==> src/rtl/lsc_pkg.sv <==
// Package: shared register offsets, field positions, state and config types
// for the serial LED shift controller. Assumes a 32-bit register port.
package lsc_pkg;

    localparam int CSR_AW = 5;

    localparam logic [CSR_AW-1:0] CSR_CTRL0  = 5'h00;
    localparam logic [CSR_AW-1:0] CSR_CTRL1  = 5'h04;
    localparam logic [CSR_AW-1:0] CSR_DATA0  = 5'h08;
    localparam logic [CSR_AW-1:0] CSR_DATA1  = 5'h0C;
    localparam logic [CSR_AW-1:0] CSR_ACCESS = 5'h10;

    // control 0 field positions
    localparam int C0_SW_MODE   = 31;
    localparam int C0_FALL_EDGE = 26;
    localparam int C0_MODEM_LSB = 24;
    localparam int C0_PHY1_LSB  = 27;

    // control 1 field positions
    localparam int C1_GROUP_LSB = 0;
    localparam int C1_PHY2_LSB  = 15;
    localparam int C1_RATE_LSB  = 23;
    localparam int C1_BUS_SRC   = 31;

    // output word positions taken over by hardware sources
    localparam int OUT_MODEM_LSB = 0;
    localparam int OUT_PHY1_LSB  = 2;
    localparam int OUT_PHY2_LSB  = 5;
    localparam int OVR_W         = 2;
    localparam int GRP_FIELD_W   = 3;

    localparam logic [31:0] CTRL0_RESET = 32'h8000_0000;

    typedef enum logic [1:0] {
        SER_IDLE  = 2'd0,
        SER_SHIFT = 2'd1,
        SER_STORE = 2'd2
    } ser_state_e;

    typedef struct packed {
        logic                   sw_mode;
        logic                   fall_edge;
        logic [OVR_W-1:0]       modem_ovr;
        logic [OVR_W-1:0]       phy1_ovr;
        logic [OVR_W-1:0]       phy2_ovr;
        logic [GRP_FIELD_W-1:0] groups;
        logic [1:0]             rate;
        logic                   bus_src;
    } lsc_cfg_t;

endpackage

==> src/rtl/lsc_regs.sv <==
// Module: register file. Holds the two control words, the data words and the
// access word, decodes writes, and raises a one-cycle software update request
// when control 0 is written with its mode bit set. Assumes single-cycle
// write strobes; reads are combinational on the address.
module lsc_regs
    import lsc_pkg::*;
#(
    parameter int WORD_W = 24
) (
    input  logic              clk,
    input  logic              rst_n,
    input  logic              bus_sel,
    input  logic              bus_wr,
    input  logic [CSR_AW-1:0] bus_addr,
    input  logic [31:0]       bus_wdata,
    output logic [31:0]       bus_rdata,
    input  logic              busy,
    output lsc_cfg_t          cfg,
    output logic [WORD_W-1:0] cpu_word,
    output logic              sw_req
);

    logic [31:0] ctrl0_q;
    logic [31:0] ctrl1_q;
    logic [31:0] data0_q;
    logic [31:0] data1_q;
    logic [31:1] access_q;
    logic        wr_en;

    assign wr_en = bus_sel && bus_wr;

    // register storage, written by the bus port
    always_ff @(posedge clk) begin
        if (!rst_n) begin
            ctrl0_q  <= CTRL0_RESET;
            ctrl1_q  <= '0;
            data0_q  <= '0;
            data1_q  <= '0;
            access_q <= '0;
        end else if (wr_en) begin
            case (bus_addr)
                CSR_CTRL0:  ctrl0_q  <= bus_wdata;
                CSR_CTRL1:  ctrl1_q  <= bus_wdata;
                CSR_DATA0:  data0_q  <= bus_wdata;
                CSR_DATA1:  data1_q  <= bus_wdata;
                CSR_ACCESS: access_q <= bus_wdata[31:1];
                default:    ;
            endcase
        end
    end

    // one-shot update request from a control 0 write with the mode bit set
    always_ff @(posedge clk) begin
        if (!rst_n) begin
            sw_req <= 1'b0;
        end else begin
            sw_req <= wr_en && (bus_addr == CSR_CTRL0) && bus_wdata[C0_SW_MODE];
        end
    end

    // read multiplexer, busy flag in access bit 0
    always_comb begin
        case (bus_addr)
            CSR_CTRL0:  bus_rdata = ctrl0_q;
            CSR_CTRL1:  bus_rdata = ctrl1_q;
            CSR_DATA0:  bus_rdata = data0_q;
            CSR_DATA1:  bus_rdata = data1_q;
            CSR_ACCESS: bus_rdata = {access_q, busy};
            default:    bus_rdata = '0;
        endcase
    end

    // configuration fields handed to the datapath
    always_comb begin
        cfg.sw_mode   = ctrl0_q[C0_SW_MODE];
        cfg.fall_edge = ctrl0_q[C0_FALL_EDGE];
        cfg.modem_ovr = ctrl0_q[C0_MODEM_LSB +: OVR_W];
        cfg.phy1_ovr  = ctrl0_q[C0_PHY1_LSB +: OVR_W];
        cfg.phy2_ovr  = ctrl1_q[C1_PHY2_LSB +: OVR_W];
        cfg.groups    = ctrl1_q[C1_GROUP_LSB +: GRP_FIELD_W];
        cfg.rate      = ctrl1_q[C1_RATE_LSB +: 2];
        cfg.bus_src   = ctrl1_q[C1_BUS_SRC];
    end

    assign cpu_word = data0_q[WORD_W-1:0];

endmodule

==> src/rtl/lsc_refresh_timer.sv <==
// Module: refresh timer. While enabled, emits a one-cycle tick every
// CLK_HZ/f cycles, with f selected by a 2-bit rate code (2, 4, 8, 10).
// Assumes CLK_HZ is at least 10. The count restarts when disabled.
module lsc_refresh_timer #(
    parameter int CLK_HZ = 2000
) (
    input  logic       clk,
    input  logic       rst_n,
    input  logic       enable,
    input  logic [1:0] rate,
    output logic       tick
);

    localparam int PER_2  = CLK_HZ / 2;
    localparam int PER_4  = CLK_HZ / 4;
    localparam int PER_8  = CLK_HZ / 8;
    localparam int PER_10 = CLK_HZ / 10;
    localparam int CNT_W  = $clog2(PER_2 + 1);

    logic [CNT_W-1:0] cnt_q;
    logic [CNT_W-1:0] last_cnt;
    logic             wrap;

    // terminal count for the selected rate
    always_comb begin
        case (rate)
            2'd0:    last_cnt = CNT_W'(PER_2 - 1);
            2'd1:    last_cnt = CNT_W'(PER_4 - 1);
            2'd2:    last_cnt = CNT_W'(PER_8 - 1);
            default: last_cnt = CNT_W'(PER_10 - 1);
        endcase
    end

    assign wrap = (cnt_q >= last_cnt);

    // period counter and tick register
    always_ff @(posedge clk) begin
        if (!rst_n) begin
            cnt_q <= '0;
            tick  <= 1'b0;
        end else if (!enable) begin
            cnt_q <= '0;
            tick  <= 1'b0;
        end else begin
            cnt_q <= wrap ? '0 : cnt_q + 1'b1;
            tick  <= wrap;
        end
    end

endmodule

==> src/rtl/lsc_merge.sv <==
// Module: output word merge. Each position covered by an enabled override
// takes its hardware status bit; all other positions take the CPU word.
// Purely combinational; assumes WORD_W covers the highest override bit.
module lsc_merge
    import lsc_pkg::*;
#(
    parameter int WORD_W = 24
) (
    input  logic [WORD_W-1:0] cpu_word,
    input  logic [OVR_W-1:0]  modem_stat,
    input  logic [OVR_W-1:0]  phy1_stat,
    input  logic [OVR_W-1:0]  phy2_stat,
    input  logic [OVR_W-1:0]  modem_ovr,
    input  logic [OVR_W-1:0]  phy1_ovr,
    input  logic [OVR_W-1:0]  phy2_ovr,
    output logic [WORD_W-1:0] merged
);

    logic [WORD_W-1:0] hw_vec;
    logic [WORD_W-1:0] hw_mask;

    // place status bits and their enables at their output positions
    always_comb begin
        hw_vec  = '0;
        hw_mask = '0;
        for (int k = 0; k < OVR_W; k++) begin
            hw_vec [OUT_MODEM_LSB + k] = modem_stat[k];
            hw_mask[OUT_MODEM_LSB + k] = modem_ovr[k];
            hw_vec [OUT_PHY1_LSB + k]  = phy1_stat[k];
            hw_mask[OUT_PHY1_LSB + k]  = phy1_ovr[k];
            hw_vec [OUT_PHY2_LSB + k]  = phy2_stat[k];
            hw_mask[OUT_PHY2_LSB + k]  = phy2_ovr[k];
        end
    end

    for (genvar i = 0; i < WORD_W; i++) begin : g_bit
        assign merged[i] = hw_mask[i] ? hw_vec[i] : cpu_word[i];
    end

endmodule

==> src/rtl/lsc_serializer.sv <==
// Module: frame serialiser. On a request it captures the word and edge mode,
// shifts 8 x (highest enabled group + 1) bits MSB first at 2*HALF_DIV cycles
// per bit, then pulses store for one cycle. A request during a frame is held
// and launches the next frame directly from the store cycle.
module lsc_serializer
    import lsc_pkg::*;
#(
    parameter int WORD_W     = 24,
    parameter int NUM_GROUPS = 3,
    parameter int HALF_DIV   = 2
) (
    input  logic                  clk,
    input  logic                  rst_n,
    input  logic                  start,
    input  logic [NUM_GROUPS-1:0] groups,
    input  logic                  fall_edge,
    input  logic [WORD_W-1:0]     word,
    output logic                  sr_clk,
    output logic                  sr_data,
    output logic                  sr_store,
    output logic                  busy,
    output logic                  frame_fall
);

    localparam int IDX_W = $clog2(WORD_W);
    localparam int DIV_W = (HALF_DIV > 1) ? $clog2(HALF_DIV) : 1;

    ser_state_e        state_q;
    logic [WORD_W-1:0] shreg_q;
    logic [IDX_W-1:0]  idx_q;
    logic [DIV_W-1:0]  div_q;
    logic              half_q;
    logic              fall_q;
    logic              pend_q;
    logic [IDX_W:0]    nbits;
    logic              launch;
    logic              div_end;

    // frame length from the highest enabled group
    always_comb begin
        nbits = '0;
        for (int g = 0; g < NUM_GROUPS; g++) begin
            if (groups[g]) nbits = (IDX_W + 1)'(8 * (g + 1));
        end
    end

    assign launch  = (nbits != '0) &&
                     (((state_q == SER_IDLE) && start) ||
                      ((state_q == SER_STORE) && (start || pend_q)));
    assign div_end = (div_q == DIV_W'(HALF_DIV - 1));

    // frame sequencer: capture, bit timing, store and pending request
    always_ff @(posedge clk) begin
        if (!rst_n) begin
            state_q <= SER_IDLE;
            shreg_q <= '0;
            idx_q   <= '0;
            div_q   <= '0;
            half_q  <= 1'b0;
            fall_q  <= 1'b0;
            pend_q  <= 1'b0;
        end else if (launch) begin
            state_q <= SER_SHIFT;
            shreg_q <= word;
            idx_q   <= IDX_W'(nbits - 1'b1);
            div_q   <= '0;
            half_q  <= 1'b0;
            fall_q  <= fall_edge;
            pend_q  <= 1'b0;
        end else begin
            case (state_q)
                SER_SHIFT: begin
                    if (start) pend_q <= 1'b1;
                    if (div_end) begin
                        div_q <= '0;
                        if (half_q) begin
                            half_q <= 1'b0;
                            if (idx_q == '0) state_q <= SER_STORE;
                            else             idx_q   <= idx_q - 1'b1;
                        end else begin
                            half_q <= 1'b1;
                        end
                    end else begin
                        div_q <= div_q + 1'b1;
                    end
                end
                SER_STORE: begin
                    state_q <= SER_IDLE;
                    pend_q  <= 1'b0;
                end
                default: pend_q <= 1'b0;
            endcase
        end
    end

    // pin outputs decoded from the sequencer state
    always_comb begin
        sr_data  = (state_q == SER_SHIFT) && shreg_q[idx_q];
        sr_clk   = (state_q == SER_SHIFT) && (fall_q ? half_q : !half_q);
        sr_store = (state_q == SER_STORE);
        busy     = (state_q != SER_IDLE);
    end

    assign frame_fall = fall_q;

endmodule

==> src/rtl/led_shift_ctrl.sv <==
// Module: top of the serial LED shift controller. Ties the register file,
// refresh timer, override merge and serialiser together. A frame request is
// the software update pulse or, in timed mode with the bus clock selected,
// the timer tick.
module led_shift_ctrl
    import lsc_pkg::*;
#(
    parameter int NUM_GROUPS = 3,
    parameter int HALF_DIV   = 2,
    parameter int CLK_HZ     = 2000
) (
    input  logic              clk,
    input  logic              rst_n,
    input  logic              bus_sel,
    input  logic              bus_wr,
    input  logic [CSR_AW-1:0] bus_addr,
    input  logic [31:0]       bus_wdata,
    output logic [31:0]       bus_rdata,
    input  logic [1:0]        modem_stat,
    input  logic [1:0]        phy1_stat,
    input  logic [1:0]        phy2_stat,
    output logic              sr_clk,
    output logic              sr_data,
    output logic              sr_store
);

    localparam int WORD_W = 8 * NUM_GROUPS;

    lsc_cfg_t                  cfg;
    logic [WORD_W-1:0]         cpu_word;
    logic [WORD_W-1:0]         merged;
    logic                      sw_req;
    logic                      tick;
    logic                      timer_en;
    logic                      frame_req;
    logic                      ser_busy;
    logic                      ser_fall;
    logic [GRP_FIELD_W-1:0]    grp_en;

    assign timer_en  = !cfg.sw_mode && cfg.bus_src;
    assign frame_req = sw_req || tick;
    assign grp_en    = cfg.groups;

    lsc_regs #(.WORD_W(WORD_W)) u_regs (
        .clk       (clk),
        .rst_n     (rst_n),
        .bus_sel   (bus_sel),
        .bus_wr    (bus_wr),
        .bus_addr  (bus_addr),
        .bus_wdata (bus_wdata),
        .bus_rdata (bus_rdata),
        .busy      (ser_busy),
        .cfg       (cfg),
        .cpu_word  (cpu_word),
        .sw_req    (sw_req)
    );

    lsc_refresh_timer #(.CLK_HZ(CLK_HZ)) u_timer (
        .clk    (clk),
        .rst_n  (rst_n),
        .enable (timer_en),
        .rate   (cfg.rate),
        .tick   (tick)
    );

    lsc_merge #(.WORD_W(WORD_W)) u_merge (
        .cpu_word   (cpu_word),
        .modem_stat (modem_stat),
        .phy1_stat  (phy1_stat),
        .phy2_stat  (phy2_stat),
        .modem_ovr  (cfg.modem_ovr),
        .phy1_ovr   (cfg.phy1_ovr),
        .phy2_ovr   (cfg.phy2_ovr),
        .merged     (merged)
    );

    lsc_serializer #(
        .WORD_W     (WORD_W),
        .NUM_GROUPS (NUM_GROUPS),
        .HALF_DIV   (HALF_DIV)
    ) u_ser (
        .clk        (clk),
        .rst_n      (rst_n),
        .start      (frame_req),
        .groups     (grp_en[NUM_GROUPS-1:0]),
        .fall_edge  (cfg.fall_edge),
        .word       (merged),
        .sr_clk     (sr_clk),
        .sr_data    (sr_data),
        .sr_store   (sr_store),
        .busy       (ser_busy),
        .frame_fall (ser_fall)
    );

endmodule

==> config.mk <==
export PLATFORM = sky130hd
export DESIGN_NAME = led_shift_ctrl
export DESIGN_NICKNAME = d
export VERILOG_FILES = /design/src/rtl/lsc_pkg.sv /design/src/rtl/lsc_regs.sv /design/src/rtl/lsc_refresh_timer.sv /design/src/rtl/lsc_merge.sv /design/src/rtl/lsc_serializer.sv /design/src/rtl/led_shift_ctrl.sv
export SDC_FILE = /design/constraint.sdc
export NUM_CORES = 1
export LEC_CHECK = 0
export BUFFER_PORTS_ARGS = -buffer_cell sky130_fd_sc_hd__buf_2
export CORE_MARGIN = 2
export CORE_UTILIZATION = 40
export DETAILED_ROUTE_END_ITERATION = 12
export HOLD_SLACK_MARGIN = 0.02
export PLACE_DENSITY = 0.58
export SLEW_MARGIN = 20
export SYNTH_ARGS = -nofsm -noshare
export SYNTH_HDL_FRONTEND = slang
export SYNTH_SLANG_ARGS = --single-unit
==> constraint.sdc <==
create_clock -name clk -period 3.79 [get_ports clk]
set_clock_uncertainty 0.1 [all_clocks]
set_input_delay 0.379 -clock clk [delete_from_list [all_inputs] [get_ports clk]]
set_output_delay 0.379 -clock clk [all_outputs]
set_load 0.03 [all_outputs]
# After elaboration in Yosys (flattened, before gate mapping)
# Index checks and enable logic that the tools add are counted.
# totals
register_bits	206
output_inout_bits	35
inputBits	47
wordCells	104
# op_classes
n_eq_ne	15
mux	26
n_reduce_logical	38
add_sub_neg	4
n_bitwise	3
order_cmp	2
# ops
op	count
case mux 32 bit (5 select lines)	1
case mux 10 bit (3 select lines)	1
2-to-1 mux 5 bit	5
AND reduction 2 bit	7
2-to-1 mux 6 bit	2
AND reduction 4 bit	3
2-to-1 mux 1 bit	11
adder 10 x 1 -> 10 bit, second input constant	1
== test 5 x 4 -> 1 bit, second input constant	2
>= comparator 10 bit	1
logical NOT 5 bit	2
nonzero test 2 bit	5
subtractor 5 x 1 -> 5 bit, second input constant	2
logical AND 1 bit	9
!= test 3 x 1 -> 1 bit, second input constant	3
!= test 2 x 1 -> 1 bit, second input constant	4
< comparator 5 x 6 -> 1 bit, second input constant	1
2-to-1 mux 2 bit	3
nonzero test 6 bit	1
OR reduction 3 bit	2
binary-select mux 1 bit (select 5 bit)	1
== test 5 x 3 -> 1 bit, second input constant	1
== test 5 bit, second input constant	1
== test 2 x 1 -> 1 bit, second input constant	2
10 further kinds	17

# Logic depth before layout (Yosys ltp)
# Gate-level depths: netlist (run 1).
# depth
depth_word	7
ltp_mapped	11
mapped_depth_nobuf	10

# Modules after synthesis
# Synthesis (run 1) repeated with hierarchy kept, for this count alone.
# hier_totals
cells_unflattened	1059
hier_area_um2	9930.8
# by_module_without_submodules
mod	n_inst	area_each_um2	cells_each	seq_area_each_um2
lsc_regs	1	7358.3	751	3203.1
lsc_serializer	1	1637.8	206	700.7
lsc_refresh_timer	1	696.9	76	220.2
lsc_merge	1	225.2	24	0.0
led_shift_ctrl	1	12.5	2	0.0

# Least setup slack after synthesis (run 1)
# OpenSTA, ideal clock, no wires.
# synth_path
path_type	register to register
startpoint	register u_ser.state_q[0]
endpoint	register u_ser.idx_q[4]
path_stages_with_launch	12
path_buffers	1
path_slack_ns	1.103
t_arrival_ns	2.496
required_time_ns	3.599
setup_ns	0.091
synth_period_minus_slack_ns	2.687
path_cell_list	dfxtp_1 > inv_1 > ha_1 > o31a_1 > o32ai_2 > clkbuf_1 > nand2_1 > ha_1 > inv_1 > or3_1 > or3_1 > a311oi_1
# synth_between
elab_chain_cells	6
word_cells_on_any_way	13
cone_classes	eq/ne (3); mux (1); reduce/logical (9)
# synth_rtl
element	line	source
from (decl)	lsc_serializer.sv:28	ser_state_e state_q;
from (signal assigned)	lsc_serializer.sv:55	state_q <= SER_IDLE;
from (signal assigned)	lsc_serializer.sv:63	state_q <= SER_SHIFT;
from (signal assigned)	lsc_serializer.sv:78	if (idx_q == '0) state_q <= SER_STORE;
== test 2 bit *	--	
net sr_store	led_shift_ctrl.sv:24	output logic sr_store
logical AND 1 bit *	lsc_serializer.sv:49	((state_q == SER_STORE) && (start || pend_q)));
logical OR 1 bit *	lsc_serializer.sv:48	(((state_q == SER_IDLE) && start) ||
logical AND 1 bit *	lsc_serializer.sv:47	assign launch = (nbits != '0) &&
!= test 2 x 1 -> 1 bit (no source line) / nonzero test 2 bit (equally long branches)	--	
AND reduction 4 bit (no source line)	--	
to (signal assigned)	lsc_serializer.sv:65	idx_q <= IDX_W'(nbits - 1'b1);
to (signal assigned)	lsc_serializer.sv:79	else idx_q <= idx_q - 1'b1;
to (decl)	lsc_serializer.sv:30	logic [IDX_W-1:0] idx_q;
# The timed path passes the listed nets; every way through them passes the cells marked *.
# A chain may end at the register's enable or synchronous reset.

# Final worst setup path (run 1)
# layout_path
startpoint	register u_ser.idx_q[0]
endpoint	output port sr_data
# layout_between
elab_chain_cells	3
# layout_rtl
element	line	source
binary-select mux 1 bit (select 5 bit)	lsc_serializer.sv:98	sr_data = (state_q == SER_SHIFT) && shreg_q[idx_q];
2-to-1 mux 1 bit (not written as such)	lsc_serializer.sv:98	
logical AND 1 bit	lsc_serializer.sv:98	
to (decl)	led_shift_ctrl.sv:23	output logic sr_data,
# Every way passes these cells. The select of a mux whose other input is x is not followed.

==> results of run 1 <==
==> final cells by class <==
cell class / count / share of cell area
diodes: 2 / 0.0004932
clock buffers: 35 / 0.06609
clock inverters: 5 / 0.007398
inverters: 12 / 0.004932
multi-input cells: 803 / 0.4234
flip-flops and latches: 206 / 0.4064
well taps: 280 / 0.03453
repair buffers: 102 / 0.05672
==> power by group through the flow <==
stage | Combinational, W | Sequential, W | Clock [W]
2_1_floorplan | 0.0000629 | 0.00222 | 0
6_report | 0.000137 | 0.00218 | 0.00222
3_5_place_dp | 0.000136 | 0.00223 | 0
5_1_grt | 0.000149 | 0.00218 | 0.00234
4_1_cts | 0.000136 | 0.00218 | 0.00226
3_3_place_gp | 0.000136 | 0.00223 | 0
==> registers in the layout, indices dropped and copies added (netlist names), 5 cells and up <==
register	flops
u_regs.access_q	31
u_regs.ctrl0_q	32
u_regs.ctrl1_q	32
u_regs.data0_q	32
u_regs.data1_q	32
u_ser.idx_q	5
u_ser.shreg_q	24
u_timer.cnt_q	10
==> layer usage <==
metal | global-route usage | part of all wire | vias to the layer above
met5 | 0 | 0 | -
met3 | 0.03555 | 0.063 | 38
met2 | 0.3436 | 0.45 | 234
li1 | - | - | 3889
met4 | 0.05644 | 0.020 | 0
met1 | 0.3158 | 0.47 | 3782
==> cell families (layout without fill, tap and decap cells) <==
family	after synthesis	after routing	synth area share
AND/OR/NAND/NOR	479	479	0.2205
AO/OA/AOI/OAI	279	279	0.2010
flip-flops	206	206	0.4665
buffers and inverters	95	154	0.04911
adder cells (fa/ha/maj)	18	18	0.02548
multiplexers	15	15	0.02548
XOR/XNOR	12	12	0.01189
other	0	2	0
==> worst paths after layout <==
check	start	to	depth (start not counted)
setup / recovery	u_ser.idx_q[0]	sr_data	5
hold / removal	bus_wdata[0]	u_regs.data0_q[0]	3
setup reg to reg	u_regs.ctrl1_q[23]	u_timer.cnt_q[3]	8
hold reg to reg	u_regs.access_q[26]	u_regs.access_q[26]	2
==> per-stage QoR <==
| stage | cell area (µm²) | power (W) |
|---|---|---|
| after floorplan | 8840 | 0.002286 |
| after global placement | 9397 | 0.002361 |
| after detailed placement | 9397 | 0.002361 |
| after CTS | 10140 | 0.004578 |
| after global routing | 10140 | 0.004668 |
| final | 10150 | 0.004537 |
==> critical path: stages, from the launching register on <==
cell     delay, ns
dfxtp_1       0.67
mux4_2        0.57
a22oi_1       0.19
o31a_1        0.15
o21ai_0       0.08
buf_2         0.20
==> layout by cell type (no fill, tap or decap), types with 3 or more instances in the layout <==
cell type,n
a222oi_1,32
a211oi_1,7
clkbuf_8,5
clkbuf_1,7
mux2i_1,9
xnor2_1,8
mux4_2,6
a22oi_1,33
nand2_1,406
a21oi_1,174
inv_1,11
dfxtp_1,206
a21oi_2,8
o21ai_0,3
clkbuf_16,23
xor2_1,4
ha_1,18
buf_4,20
nor4_1,3
nor2_1,16
nand3_1,12
clkinv_2,3
or3_1,4
nor3_1,14
and3_1,4
buf_2,81
==> synthesized netlist by cell type, types with 2 or more instances <==
master    number  area share
o21a_1         2      0.0017
xnor2_1        8      0.0079
mux4_2         6       0.015
or3_1          4      0.0028
mux2i_1        9       0.010
ha_1          18       0.025
a21o_1         2      0.0017
o21ai_0        3      0.0017
clkbuf_1      53       0.023
a211oi_1       7      0.0059
nand3b_1       2      0.0017
nand2_1      406        0.17
inv_1         11      0.0047
nor4_1         3      0.0021
o31ai_1        2      0.0017
and3_1         4      0.0028
a22oi_1       33       0.028
nor2_1        18      0.0076
o31a_1         2      0.0020
nor3_4         2      0.0037
nor3_1        16      0.0091
nor4bb_1       2      0.0023
buf_6          6      0.0076
a21oi_1      174       0.099
buf_2         23       0.013
a222oi_1      32       0.036
nor4b_1        2      0.0020
dfxtp_1      206        0.47
xor2_1         4      0.0040
a21oi_2        8      0.0079
nand3_1       12      0.0068
and2_1         2      0.0014
==> reports/metrics.csv, run 1 <==
metric,value,unit
DRT Wirelength,26220,µm
post-DP HPWL,16160,µm
combinational share of power,0.030,
die width,152.7,µm
vias,7943,
worst vdd ir,0.2934,mV
Layout area overhead,14.79,%
Pwr Density,447.1,nW/µm²
clock share of power,0.490,
"Net Count, Synth",1169,
post-CTS resize count,0,
WP data arrival,2.38,ns
Max-cap violations,0,
critical path class,flip-flop to output pin,
hold_ws,0.05187,ns
Fin. Hold Viols,0,
Core ar.,21760,µm²
register area,4124,µm²
Inserted Clock Buffers,23,
root cell of the clock tree,clkbuf_16,
Final Critical Period,2.858,ns
total congestion overflow,0,
post-layout util,0.4664,
leak pwr,3.557,nW
GP Congestion,0.8158,
post-synth design cell area,8840,µm²
Die Height,152.7,µm
Final setup viols,0,
Initial Util,0.4063,
Switch Pwr,0.0009826,W
first-pass GRT wire length,41880,µm
remaining antenna violation count,0,
Critical Path Start Type,flip-flop,
FMAX,349.8,MHz
vias in the first global route,7601,
insertion delay to the later sink of the worst-skew pair,0.51,ns
Post CTS Setup Buffer Count,0,
Initial DRC Count,757,
Final period util,0.7542,
outcome,finished clean,
Sw Ratio,0.2166,
Slew Limit Fails,0,
DRC Markers,0,
Rows,54,
first drt pass iteration count,5,
# hold bufs at CTS,0,
RSZ-0062 raised after global routing,false,
"worst slack, placed",1.149,ns
Multi-input gate area,4297,µm²
synthesized area per cell,8.007,µm²
Die ar.,23310,µm²
fillers,2188,
post-route insts no fill,1445,
H-tree levels,1,
Clock transition at path regs,0.06,ns
CTS tree,built,
synthesized flop and latch total,206,
vias per inst,5.497,
"Distinct cells, synth",54,
wire per inst,18.14,µm
internal power,0.003554,W
WP data required,3.31,ns
final worst slack,0.9316,ns
Post-synth EDFFs,0,
Post-Syn Instances,1104,
worst-margin pin slew,0.8897,ns
Hold Crit Class,input pin to flip-flop,
Synth warnings,0,
ys flop type,dfxtp_1,
Worst Path Max Fanout,10,
initial antenna violation count,2,
number of I/O port buffers,81,
max_slew headroom,0.3990,
number of top-level pins,82,
Placed Cells,1403,
sequential power share,0.480,
Async SR Flop Fraction,0,
final setup TNS,0,ns
GRT Total Usage,0.2195,
maximum number of pins on one net before global-route repair,112,
layout cell share with drive strength beyond 1,0.1384,
clk buf depth,3,
setup slack on the worst flop-to-flop path,1.18,ns
Crit. End Element,output pin,
CTS Sinks,206,
Post-layout nets,1213,
"Seq/Total Area, Yosys",0.4665,
(Power assumes the default switching activity.)
==> run 2: changes to the inputs <==
--- a/config.mk
+++ b/config.mk
@@ -5,12 +5,13 @@
 export SDC_FILE = /design/constraint.sdc
 export NUM_CORES = 1
 export LEC_CHECK = 0
+export ABC_AREA = 1
 export BUFFER_PORTS_ARGS = -buffer_cell sky130_fd_sc_hd__buf_2
 export CORE_MARGIN = 2
 export CORE_UTILIZATION = 40
 export DETAILED_ROUTE_END_ITERATION = 12
 export HOLD_SLACK_MARGIN = 0.02
-export PLACE_DENSITY = 0.58
+export PLACE_DENSITY = 0.61
 export SLEW_MARGIN = 20
 export SYNTH_ARGS = -nofsm -noshare
 export SYNTH_HDL_FRONTEND = slang
==> constraint.sdc (replaced) <==
create_clock -name clk -period 2.52 [get_ports clk]
set_clock_uncertainty 0.1 [all_clocks]
set_input_delay 0.252 -clock clk [delete_from_list [all_inputs] [get_ports clk]]
set_output_delay 0.252 -clock clk [all_outputs]
set_load 0.03 [all_outputs]
==> reports/metrics.csv, run 2 <==
metric,value,unit
Final setup viols,0,
WHS Path Cells,5,
Multi-input gate area,4258,µm²
internal power,0.005617,W
Synth warnings,0,
Inserted Clock Buffers,23,
post-DP HPWL,16250,µm
most frequent cell after synthesis,nor2_1,
"Seq/Total Area, Yosys",0.4606,
first-pass GRT wire length,42950,µm
synthesized area per cell,7.203,µm²
final worst slack,0.1480,ns
setup slack on the worst flop-to-flop path,0.44,ns
ys flop type,dfxtp_1,
cell area after layout,10830,µm²
WP data arrival,2.02,ns
insertion delay to the later sink of the worst-skew pair,0.52,ns
WP data required,2.17,ns
combinational share of power,0.039,
clk buf depth,3,
vias,8372,
wire per inst,16.22,µm
post-synth design cell area,8954,µm²
vias per inst,5.105,
cell area after placement,9604,µm²
Clock transition at path regs,0.06,ns
"commonest non-fill, non-tap cell in the layout",nor2_1,
Pwr Density,665.9,nW/µm²
clock share of power,0.505,
Async SR Flop Fraction,0,
vias in the first global route,8066,
remaining antenna violation count,0,
Post-layout nets,1408,
"worst slack, placed",0.4432,ns
Post-Syn Instances,1243,
Hold Crit Class,input pin to flip-flop,
max_slew headroom,0.4304,
register area,4125,µm²
synthesized flop and latch total,206,
total congestion overflow,0,
CTS tree,built,
initial antenna violation count,0,
GRT Total Usage,0.2232,
Worst Path Max Fanout,9,
Fin. Hold Viols,0,
number of I/O port buffers,81,
"Distinct cells, synth",35,
final setup TNS,0,ns
synth cell count leaders,"383 x nor2_1, 206 x dfxtp_1, 196 x o21ai_0",
Final period util,0.9413,
Slew Limit Fails,0,
Synth top area share,0.4606,
Max-cap violations,0,
Core ar.,21890,µm²
DRT Wirelength,26590,µm
worst-margin pin slew,0.8535,ns
hold_ws,0.2703,ns
Critical Path Start Type,flip-flop,
Initial DRC Count,529,
Synth area leaders,"dfxtp_1 46%, nor2_1 16%, o21ai_0 11%",
Layout area overhead,20.96,%
FF-to-FF End,u_timer.cnt_q[2],
Rows,54,
"Net Count, Synth",1308,
Die Height,153.6,µm
leak pwr,4.825,nW
number of top-level pins,82,
worst vdd ir,0.4746,mV
RSZ-0062 raised after global routing,false,
"commonest cells after routing, fill and taps aside","382 x nor2_1, 205 x dfxtp_1, 196 x o21ai_0",
sequential power share,0.455,
Setup crit start,u_ser.idx_q[0],
first drt pass iteration count,5,
FMAX,421.6,MHz
DRC Markers,0,
GP Congestion,0.8468,
Final Critical Period,2.372,ns
worst r2r src,u_regs.ctrl1_q[23],
Worst Setup EP,sr_data,
Post-synth EDFFs,0,
Sw Ratio,0.2211,
maximum number of pins on one net before global-route repair,190,
die width,153.6,µm
fillers,2192,
Initial Util,0.4090,
Synth area leader,dfxtp_1,
root cell of the clock tree,clkbuf_16,
Switch Pwr,0.001595,W
Crit. End Element,output pin,
CTS Sinks,206,
Worst R2R Path Depth,9,
outcome,finished clean,
Die ar.,23600,µm²
layout cell share with drive strength beyond 1,0.1257,
critical path class,flip-flop to output pin,
H-tree levels,1,
n_diodes,0,
run 2: changes by cell type in the layout (fill, tap and decap cells not counted), sizes merged, moves of 30 or more:
cell	before	now
a22oi	33	0
dlygate4sd3	0	39
nand2	406	167
a21oi	182	47
inv	12	57
o21ai	4	200
nor2	18	389
a222oi	32	0
a221oi	0	30
run 2: cell type report:
cell class                 count  area share
tap                          280     0.03235
sequential                   206      0.3809
timing repair buffer         146     0.09750
inverter                      56     0.01941
clock buffer                  34     0.06435
clock inverter                 8     0.01236
multi-input combinational    910      0.3931
run 2: worst max-delay path: stages (launching register included):
cell	delay, ns
dfxtp_2	0.39
buf_4	0.19
nor2_1	0.05
nor2_1	0.07
o21ai_0	0.08
o211ai_1	0.10
nand4_1	0.17
a21oi_2	0.23
buf_2	0.23
run 2: layer usage:
layer | wire, µm | vias up | GRT usage | share of wire
li1 | - | 4269 | - | -
met1 | 12210 | 3856 | 0.2971 | 0.46
met2 | 12490 | 200 | 0.3829 | 0.47
met3 | 1178 | 47 | 0.02678 | 0.044
met4 | 715 | 0 | 0.06204 | 0.027
met5 | 0 | - | 0 | 0
run 2: repair_timing:
item,in CTS,in global routing
hold buffers,39,0
endpoints found under the hold margin,163,0
setup endpoints to repair,1,1
pin swaps,0,0
gates resized for setup,2,1
setup buffers,0,0
run 2: power by group through the flow:
stage	Sequential, W	Clock [W]	Combinational [W]
final	0.00328	0.00364	0.000283
after global routing	0.00328	0.00384	0.000311
after CTS	0.00328	0.00369	0.000281
after detailed placement	0.00336	0	0.000235
after global placement	0.00336	0	0.000234
after floorplan	0.00335	0	0.000116
run 2: cells by family (layout without fill, tap and decap cells):
kind of cell | count (synthesis) | in the layout | synth area share
adders and majority gates | 18 | 18 | 0.02515
and+or+nand+nor | 603 | 603 | 0.2718
xor gates and xnor gates | 5 | 5 | 0.004891
DFF | 206 | 206 | 0.4606
AOI/OAI and AO/OA | 284 | 284 | 0.1730
buffers and inverters | 127 | 244 | 0.06456
run 2: worst min-delay path by stage:
stage | start | end | slack [ns]
after floorplan | bus_wdata[31] | u_regs.ctrl0_q[31] | 0.28
after global placement | u_regs.data1_q[9] | u_regs.data1_q[9] | 0.34
after detailed placement | u_regs.data1_q[9] | u_regs.data1_q[9] | 0.35
after CTS | bus_addr[3] | u_regs.data1_q[24] | 0.27
after global routing | bus_addr[3] | u_regs.data1_q[27] | 0.29
final | bus_addr[3] | u_regs.data1_q[24] | 0.27
run 2: per-stage QoR:
step	utilization	power, W	instances
2_1_floorplan	-	0.003470	1243
3_3_place_gp	0.4387	0.003591	1559
3_5_place_dp	0.4387	0.003592	1559
4_1_cts	0.4947	0.007260	1640
5_1_grt	0.4947	0.007436	1640
6_report	0.4947	0.007212	1640
